==> config.mk <==
export PLATFORM = sky130hd
export DESIGN_NAME = gpx_regfile
export DESIGN_NICKNAME = d
export VERILOG_FILES = /design/src/rtl/gpx_pkg.sv /design/src/rtl/gpx_port_bank.sv /design/src/rtl/gpx_read_port.sv /design/src/rtl/gpx_regfile.sv
export SDC_FILE = /design/constraint.sdc
export NUM_CORES = 1
export LEC_CHECK = 0
export BUFFER_PORTS_ARGS = -buffer_cell sky130_fd_sc_hd__buf_4
export CORE_MARGIN = 5
export CORE_UTILIZATION = 35
export DETAILED_ROUTE_END_ITERATION = 10
export GPL_TIMING_DRIVEN = 0
export PLACE_DENSITY = 0.61
export SLEW_MARGIN = 20
export SYNTH_ARGS = -nofsm -noshare
export SYNTH_HDL_FRONTEND = slang
export SYNTH_SLANG_ARGS = --single-unit
==> constraint.sdc <==
create_clock -name clk -period 2.6 [get_ports clk]
set_input_delay 0.13 -clock clk [delete_from_list [all_inputs] [get_ports clk]]
set_output_delay 0.13 -clock clk [all_outputs]
set_load 0.01 [all_outputs]
==> src/rtl/gpx_pkg.sv <==
package gpx_pkg;
    localparam int NUM_PORTS = 6;
    localparam int NUM_PINS  = 40;
    localparam int AW        = 8;
    localparam int DW        = 8;
    localparam int SEL_W     = $clog2(NUM_PORTS);

    localparam logic [AW-1:0] A_IN_BASE  = 8'h00;
    localparam logic [AW-1:0] A_OUT_BASE = 8'h08;
    localparam logic [AW-1:0] A_PSEL     = 8'h18;
    localparam logic [AW-1:0] A_EVMASK   = 8'h19;
    localparam logic [AW-1:0] A_PWMRT    = 8'h1A;
    localparam logic [AW-1:0] A_DIR      = 8'h1C;
    localparam logic [AW-1:0] A_PULLUP   = 8'h1D;
    localparam logic [AW-1:0] A_STRONG   = 8'h21;
    localparam logic [AW-1:0] A_HIZ      = 8'h23;
    localparam logic [AW-1:0] A_IDENT    = 8'h2E;

    localparam logic [3:0] FAMILY_NIB = 4'h4;

    // first pin of each port; one past the last port gives the pin count
    function automatic int port_base(input int p);
        case (p)
            0:       return 0;
            1:       return 8;
            2:       return 16;
            3:       return 20;
            4:       return 28;
            5:       return 36;
            default: return NUM_PINS;
        endcase
    endfunction

    function automatic int port_width(input int p);
        return port_base(p + 1) - port_base(p);
    endfunction
endpackage

==> src/rtl/gpx_port_bank.sv <==
module gpx_port_bank
    import gpx_pkg::*;
#(
    parameter int PORT_IDX = 0,
    parameter int W        = 8
) (
    input  logic             clk,
    input  logic             rst_n,
    input  logic             wr_en,
    input  logic [AW-1:0]    addr,
    input  logic [W-1:0]     wbits,
    input  logic [SEL_W-1:0] sel,
    input  logic [W-1:0]     pin_in,
    input  logic [W-1:0]     pwm_in,
    output logic [DW-1:0]    rd_byte,
    output logic [W-1:0]     pad_out,
    output logic [W-1:0]     pad_oe,
    output logic [W-1:0]     pu_q,
    output logic [W-1:0]     st_q,
    output logic [W-1:0]     hz_q,
    output logic [W-1:0]     mask_q
);
    localparam logic [AW-1:0]    A_MY_IN  = A_IN_BASE + AW'(PORT_IDX);
    localparam logic [AW-1:0]    A_MY_OUT = A_OUT_BASE + AW'(PORT_IDX);
    localparam logic [SEL_W-1:0] MY_SEL   = SEL_W'(PORT_IDX);

    logic [W-1:0] out_q, dir_q, route_q;
    logic         picked;

    assign picked = (sel == MY_SEL);

    always_ff @(posedge clk) begin
        if (!rst_n) begin
            out_q   <= '0;
            dir_q   <= '1;
            route_q <= '0;
            mask_q  <= '1;
            pu_q    <= '1;
            st_q    <= '0;
            hz_q    <= '0;
        end else if (wr_en) begin
            if (addr == A_MY_OUT) out_q <= wbits;
            if (picked) begin
                case (addr)
                    A_EVMASK: mask_q  <= wbits;
                    A_PWMRT:  route_q <= wbits;
                    A_DIR:    dir_q   <= wbits;
                    A_PULLUP: begin
                        pu_q <= pu_q | wbits;
                        st_q <= st_q & ~wbits;
                        hz_q <= hz_q & ~wbits;
                    end
                    A_STRONG: begin
                        pu_q <= pu_q & ~wbits;
                        st_q <= st_q | wbits;
                        hz_q <= hz_q & ~wbits;
                    end
                    A_HIZ: begin
                        pu_q <= pu_q & ~wbits;
                        st_q <= st_q & ~wbits;
                        hz_q <= hz_q | wbits;
                    end
                    default: ;
                endcase
            end
        end
    end

    always_comb begin
        rd_byte = '0;
        if (addr == A_MY_IN)  rd_byte = DW'(pin_in);
        if (addr == A_MY_OUT) rd_byte = DW'(out_q);
        if (picked) begin
            case (addr)
                A_EVMASK: rd_byte = DW'(mask_q);
                A_PWMRT:  rd_byte = DW'(route_q);
                A_DIR:    rd_byte = DW'(dir_q);
                A_PULLUP: rd_byte = DW'(pu_q);
                A_STRONG: rd_byte = DW'(st_q);
                A_HIZ:    rd_byte = DW'(hz_q);
                default:  ;
            endcase
        end
    end

    assign pad_oe  = ~dir_q;
    assign pad_out = (route_q & ~dir_q & pwm_in) | (~(route_q & ~dir_q) & out_q);

    // every pin holds exactly one drive mode
    for (genvar b = 0; b < W; b++) begin : g_mode_chk
        assert_one_mode_R6: assert property (@(posedge clk) disable iff (!rst_n)
            $countones({pu_q[b], st_q[b], hz_q[b]}) == 1);
    end

    // a direction write to the selected port lands in the pad enables
    assert_dir_write_R4: assert property (@(posedge clk) disable iff (!rst_n)
        wr_en && picked && addr == A_DIR |=> pad_oe == ~$past(wbits));

    // a banked write aimed elsewhere leaves this port's enables alone
    assert_unsel_stable_R11: assert property (@(posedge clk) disable iff (!rst_n)
        wr_en && !picked && addr == A_DIR |=> $stable(pad_oe));
endmodule

==> src/rtl/gpx_read_port.sv <==
module gpx_read_port
    import gpx_pkg::*;
#(
    parameter int         NB     = NUM_PORTS,
    parameter logic [3:0] REV_ID = 4'h0
) (
    input  logic             clk,
    input  logic             rst_n,
    input  logic             rd_en,
    input  logic [AW-1:0]    addr,
    input  logic [SEL_W-1:0] sel,
    input  logic [NB*DW-1:0] bank_rd,
    output logic [DW-1:0]    rdata
);
    logic [DW-1:0] nxt;

    always_comb begin
        nxt = '0;
        for (int p = 0; p < NB; p++) nxt = nxt | bank_rd[p*DW +: DW];
        if (addr == A_PSEL)  nxt = DW'(sel);
        if (addr == A_IDENT) nxt = {FAMILY_NIB, REV_ID};
    end

    always_ff @(posedge clk) begin
        if (!rst_n)     rdata <= '0;
        else if (rd_en) rdata <= nxt;
    end

    // read data holds between strobes
    assert_rdata_hold_R10: assert property (@(posedge clk) disable iff (!rst_n)
        !rd_en |=> $stable(rdata));

    // identity read carries the family nibble
    assert_ident_R9: assert property (@(posedge clk) disable iff (!rst_n)
        rd_en && addr == A_IDENT |=> rdata[7:4] == FAMILY_NIB);

    // the select reads back zero-extended
    assert_psel_read_R4: assert property (@(posedge clk) disable iff (!rst_n)
        rd_en && addr == A_PSEL |=> rdata == DW'($past(sel)));
endmodule

==> src/rtl/gpx_regfile.sv <==
module gpx_regfile
    import gpx_pkg::*;
#(
    parameter logic [3:0] REV_ID = 4'h0
) (
    input  logic                clk,
    input  logic                rst_n,
    input  logic [AW-1:0]       bus_addr,
    input  logic [DW-1:0]       bus_wdata,
    input  logic                bus_wr,
    input  logic                bus_rd,
    output logic [DW-1:0]       bus_rdata,
    input  logic [NUM_PINS-1:0] pin_in,
    input  logic [NUM_PINS-1:0] pwm_wave,
    output logic [NUM_PINS-1:0] pin_out,
    output logic [NUM_PINS-1:0] pin_oe,
    output logic [NUM_PINS-1:0] pin_pullup,
    output logic [NUM_PINS-1:0] pin_strong,
    output logic [NUM_PINS-1:0] pin_hiz,
    output logic [NUM_PINS-1:0] pin_evmask
);
    localparam logic [AW-1:0] A_NARROW_OUT = A_OUT_BASE + AW'(2);

    logic [SEL_W-1:0]          sel_q;
    logic [NUM_PORTS*DW-1:0]   bank_rd;

    always_ff @(posedge clk) begin
        if (!rst_n)                              sel_q <= '0;
        else if (bus_wr && bus_addr == A_PSEL)   sel_q <= bus_wdata[SEL_W-1:0];
    end

    for (genvar g = 0; g < NUM_PORTS; g++) begin : g_port
        localparam int BASE = port_base(g);
        localparam int WID  = port_width(g);

        gpx_port_bank #(
            .PORT_IDX (g),
            .W        (WID)
        ) bank_i (
            .clk     (clk),
            .rst_n   (rst_n),
            .wr_en   (bus_wr),
            .addr    (bus_addr),
            .wbits   (bus_wdata[WID-1:0]),
            .sel     (sel_q),
            .pin_in  (pin_in[BASE +: WID]),
            .pwm_in  (pwm_wave[BASE +: WID]),
            .rd_byte (bank_rd[g*DW +: DW]),
            .pad_out (pin_out[BASE +: WID]),
            .pad_oe  (pin_oe[BASE +: WID]),
            .pu_q    (pin_pullup[BASE +: WID]),
            .st_q    (pin_strong[BASE +: WID]),
            .hz_q    (pin_hiz[BASE +: WID]),
            .mask_q  (pin_evmask[BASE +: WID])
        );
    end

    gpx_read_port #(
        .NB     (NUM_PORTS),
        .REV_ID (REV_ID)
    ) rdport_i (
        .clk     (clk),
        .rst_n   (rst_n),
        .rd_en   (bus_rd),
        .addr    (bus_addr),
        .sel     (sel_q),
        .bank_rd (bank_rd),
        .rdata   (bus_rdata)
    );

    // the four-pin output register never shows upper bits
    assert_narrow_zero_R8: assert property (@(posedge clk) disable iff (!rst_n)
        bus_rd && bus_addr == A_NARROW_OUT |=> bus_rdata[7:4] == 4'h0);
endmodule

==> summary.txt <==
Critical path launch point type: primary input
CTS clk-pin slew, worst paths: 0.06 ns
Global route overflow: 0
Worst Setup SP: rst_n
Routed WL per cell: 34.3 µm
Clk sinks: 291
Register area share after synthesis: 40.1%
Tightest Pin Transition: 1.27 ns
Worst hold slack: 0.0347 ns
Commonest non-fill, non-tap cell in the layout: nand2_1
EDFF count, synth: 0
Capturing element type of the critical path: flip-flop
Clk buf depth: 3
Final Max Tran Viols: 0
CTS H-tree lvls: 2
Cell Pwr Density: 542 nW/µm²
CTS tree: done
Hold Vio Cnt, Final: 0
Average size of a mapped cell: 8.14 µm²
Sequential power share: 43.4%
Setup_tns: -0.754 ns
Worst vdd ir: 0.382 mV
Ys async rst share: 0%
WS Path Type: in2reg
Gpl congestion: 1.08
P_int: 7.65 mW
Post-synth top flop: dfxtp_1
Area Growth Syn to Fin: 30.7%
Critical path arrival: 3.07 ns
Dpl hpwl: 69,100 µm
Layout Cells excl Fill: 2,713
Core area: 40,900 µm²
Crit-path max FO: 10
Fmax: 0.371 GHz
Vias in the first global route: 16,108
Sw power: 2.64 mW
Post-Route Utilization: 46.4%
Io pins: 348
GRT Util Overall: 39.0%
Avg Vias per Cell: 6.41
Yosys Warn Count: 0
Crit share post-route: 104%
Register area: 5830 µm²
Largest net degree at the start of global routing: 13
FF+latch count, synth: 291
Final WS setup: -0.0988 ns
Share of total power in the clock network: 49.4%
DR vias: 17,389
Latest clock arrival within the worst-skew pair: 0.55 ns
Status: finished, violations left
Drt initial violations: 2,304
Tmin final: 2.70 ns
Die width: 214 µm
Starting density of the core: 35.5%
TritonCTS Buffers: 35
Die footprint: 45,700 µm²
Row count: 74
Final Setup Violations: 11
Fin Clk Skew: 0.0160 ns
Syn_nets: 1,884
Placed Cells: 2,651
Relative slew slack: 15.0%
Library cells used by synthesis: 72
Switching fraction of total power: 25.7%
CP Data Required Time: 2.97 ns
Cell Area, Synth: 14,500 µm²
Chip height: 214 µm
Layout filler cell count: 4,147
Drt first pass iters: 9
Total Power: 10.3 mW
Post-route ant nets: 0
Port buffer count: 333
RR Startpoint: sel_q[0]
Worst Hold Class: in2reg
Root Driver: clkbuf_16
Share of cells above drive strength 1: 24.6%
Cells after Synth: 1,784
Min-delay src: pin_in[14]
Most frequent cells in the layout: 376 x nand2_1, 350 x buf_4, 291 x dfxtp_1
Leak: 7.76 nW
Final wirelength: 93,100 µm
Fin nets: 2,260
Failing checks: negative setup slack
Initial antenna violation count: 10
ANT cells: 0
Max-cap violations: 0
Multi-input gate area in the final layout: 7900 µm²
# DRC: 0
First-pass GRT wire length: 125,000 µm
Comb pwr share: 7.2%
[routing by layer]
| layer | global-route usage [%] | share of wire [%] |
|---|---|---|
| met1 | 50.4 | 37 |
| met2 | 57.7 | 42 |
| met3 | 13.4 | 14 |
| met4 | 20.5 | 6.4 |
| met5 | 0 | 0.028 |
[cell usage after synthesis (3+ instances only)]
library cell  number  area share, %
a31oi_1           14           0.60
o211ai_1          79            4.1
nand2_2            4           0.17
clkbuf_1          92            2.4
buf_2             37            1.3
buf_1              5           0.13
a31o_2            40            2.4
nand4_1            6           0.26
o21ai_0           10           0.34
nor3_1            14           0.48
inv_1             44            1.1
and4_1             4           0.24
a22oi_1           78            4.0
nor2b_1           25            1.1
a221o_1            4           0.28
mux2_2             5           0.39
a31oi_4            4           0.59
buf_6              7           0.54
nor3_4             4           0.45
o31ai_1            5           0.26
nand2b_1           6           0.26
a222oi_1           8           0.55
a21boi_1          12           0.62
and2_1             5           0.22
nor4_1             3           0.13
a21boi_0         173            8.9
a22o_1            19            1.1
and3_1            10           0.43
nand3_1          256            8.8
a21oi_1           14           0.48
a221oi_1          11           0.66
buf_4             12           0.62
dfxtp_1          291             40
nand2_1          376            9.7
mux2i_1           31            2.1
nor2_1            23           0.59
a32oi_1            9           0.54
a211oi_1           5           0.26
[final timing paths]
| kind | end | slack [ns] | cells past startpoint |
|---|---|---|---|
| setup / recovery | g_port[0].bank_i.mask_q[5] | -0.1 | 5 |
| hold reg to reg | g_port[0].bank_i.mask_q[6] | 0.49 | 2 |
| hold / removal | rdport_i.rdata[6] | 0.03 | 4 |
| setup reg to reg | flip-flop | 0.06 | 7 |
[cells by family (layout without fill, tap and decap cells)]
kind of cell	count (synthesis)	count (layout)	synth area share, %
DFF	291	291	40.1
muxes	36	36	2.52
AOI/OAI and AO/OA	503	503	27.0
and+or+nand+nor	756	756	24.3
buffers and inverters	198	595	6.11
[worst max-delay path, stage by stage]
cell and delay (ns):
buf_4 0.10, clkbuf_1 0.79, clkbuf_1 1.01, clkbuf_1 0.88
nand3_1 0.16
[area by class of cell]
| class | count | share of cell area (%) |
|---|---|---|
| clock buffers | 48 | 5.08 |
| clock inverters | 10 | 0.857 |
| plain buffers | 154 | 3.93 |
| repair buffers | 339 | 13.5 |
| multi-input cells | 1295 | 41.6 |
| well taps | 532 | 3.51 |
| inverters | 44 | 0.870 |
| flip-flops and latches | 291 | 30.7 |
[per-stage QoR]
step / cell area, µm² / setup WS [ns]
finish: 19000 / -0.0988
global route: 19000 / -0.00428
CTS: 18900 / 0.00608
detailed placement: 17700 / -0.859
global placement: 17700 / -0.859
floorplan: 14500 / 0.661
[power groups by stage]
stage | sequential (mW) | combinational, mW | clock [mW]
finish | 4.47 | 0.741 | 5.09
global route | 4.46 | 0.726 | 5.21
CTS | 4.47 | 0.692 | 5.04
detailed placement | 4.57 | 0.688 | 0
global placement | 4.57 | 0.688 | 0
floorplan | 4.56 | 0.267 | 0
[what timing repair did]
item                                    CTS  global route
pin swaps                                 1             1
resized for setup                         9            16
endpoints found under the hold margin     1             0
hold buffers                              1             0
endpoints found under the setup margin   83            58
setup buffers                             0             3
Note: power is estimated with default switching activity, not from simulation.
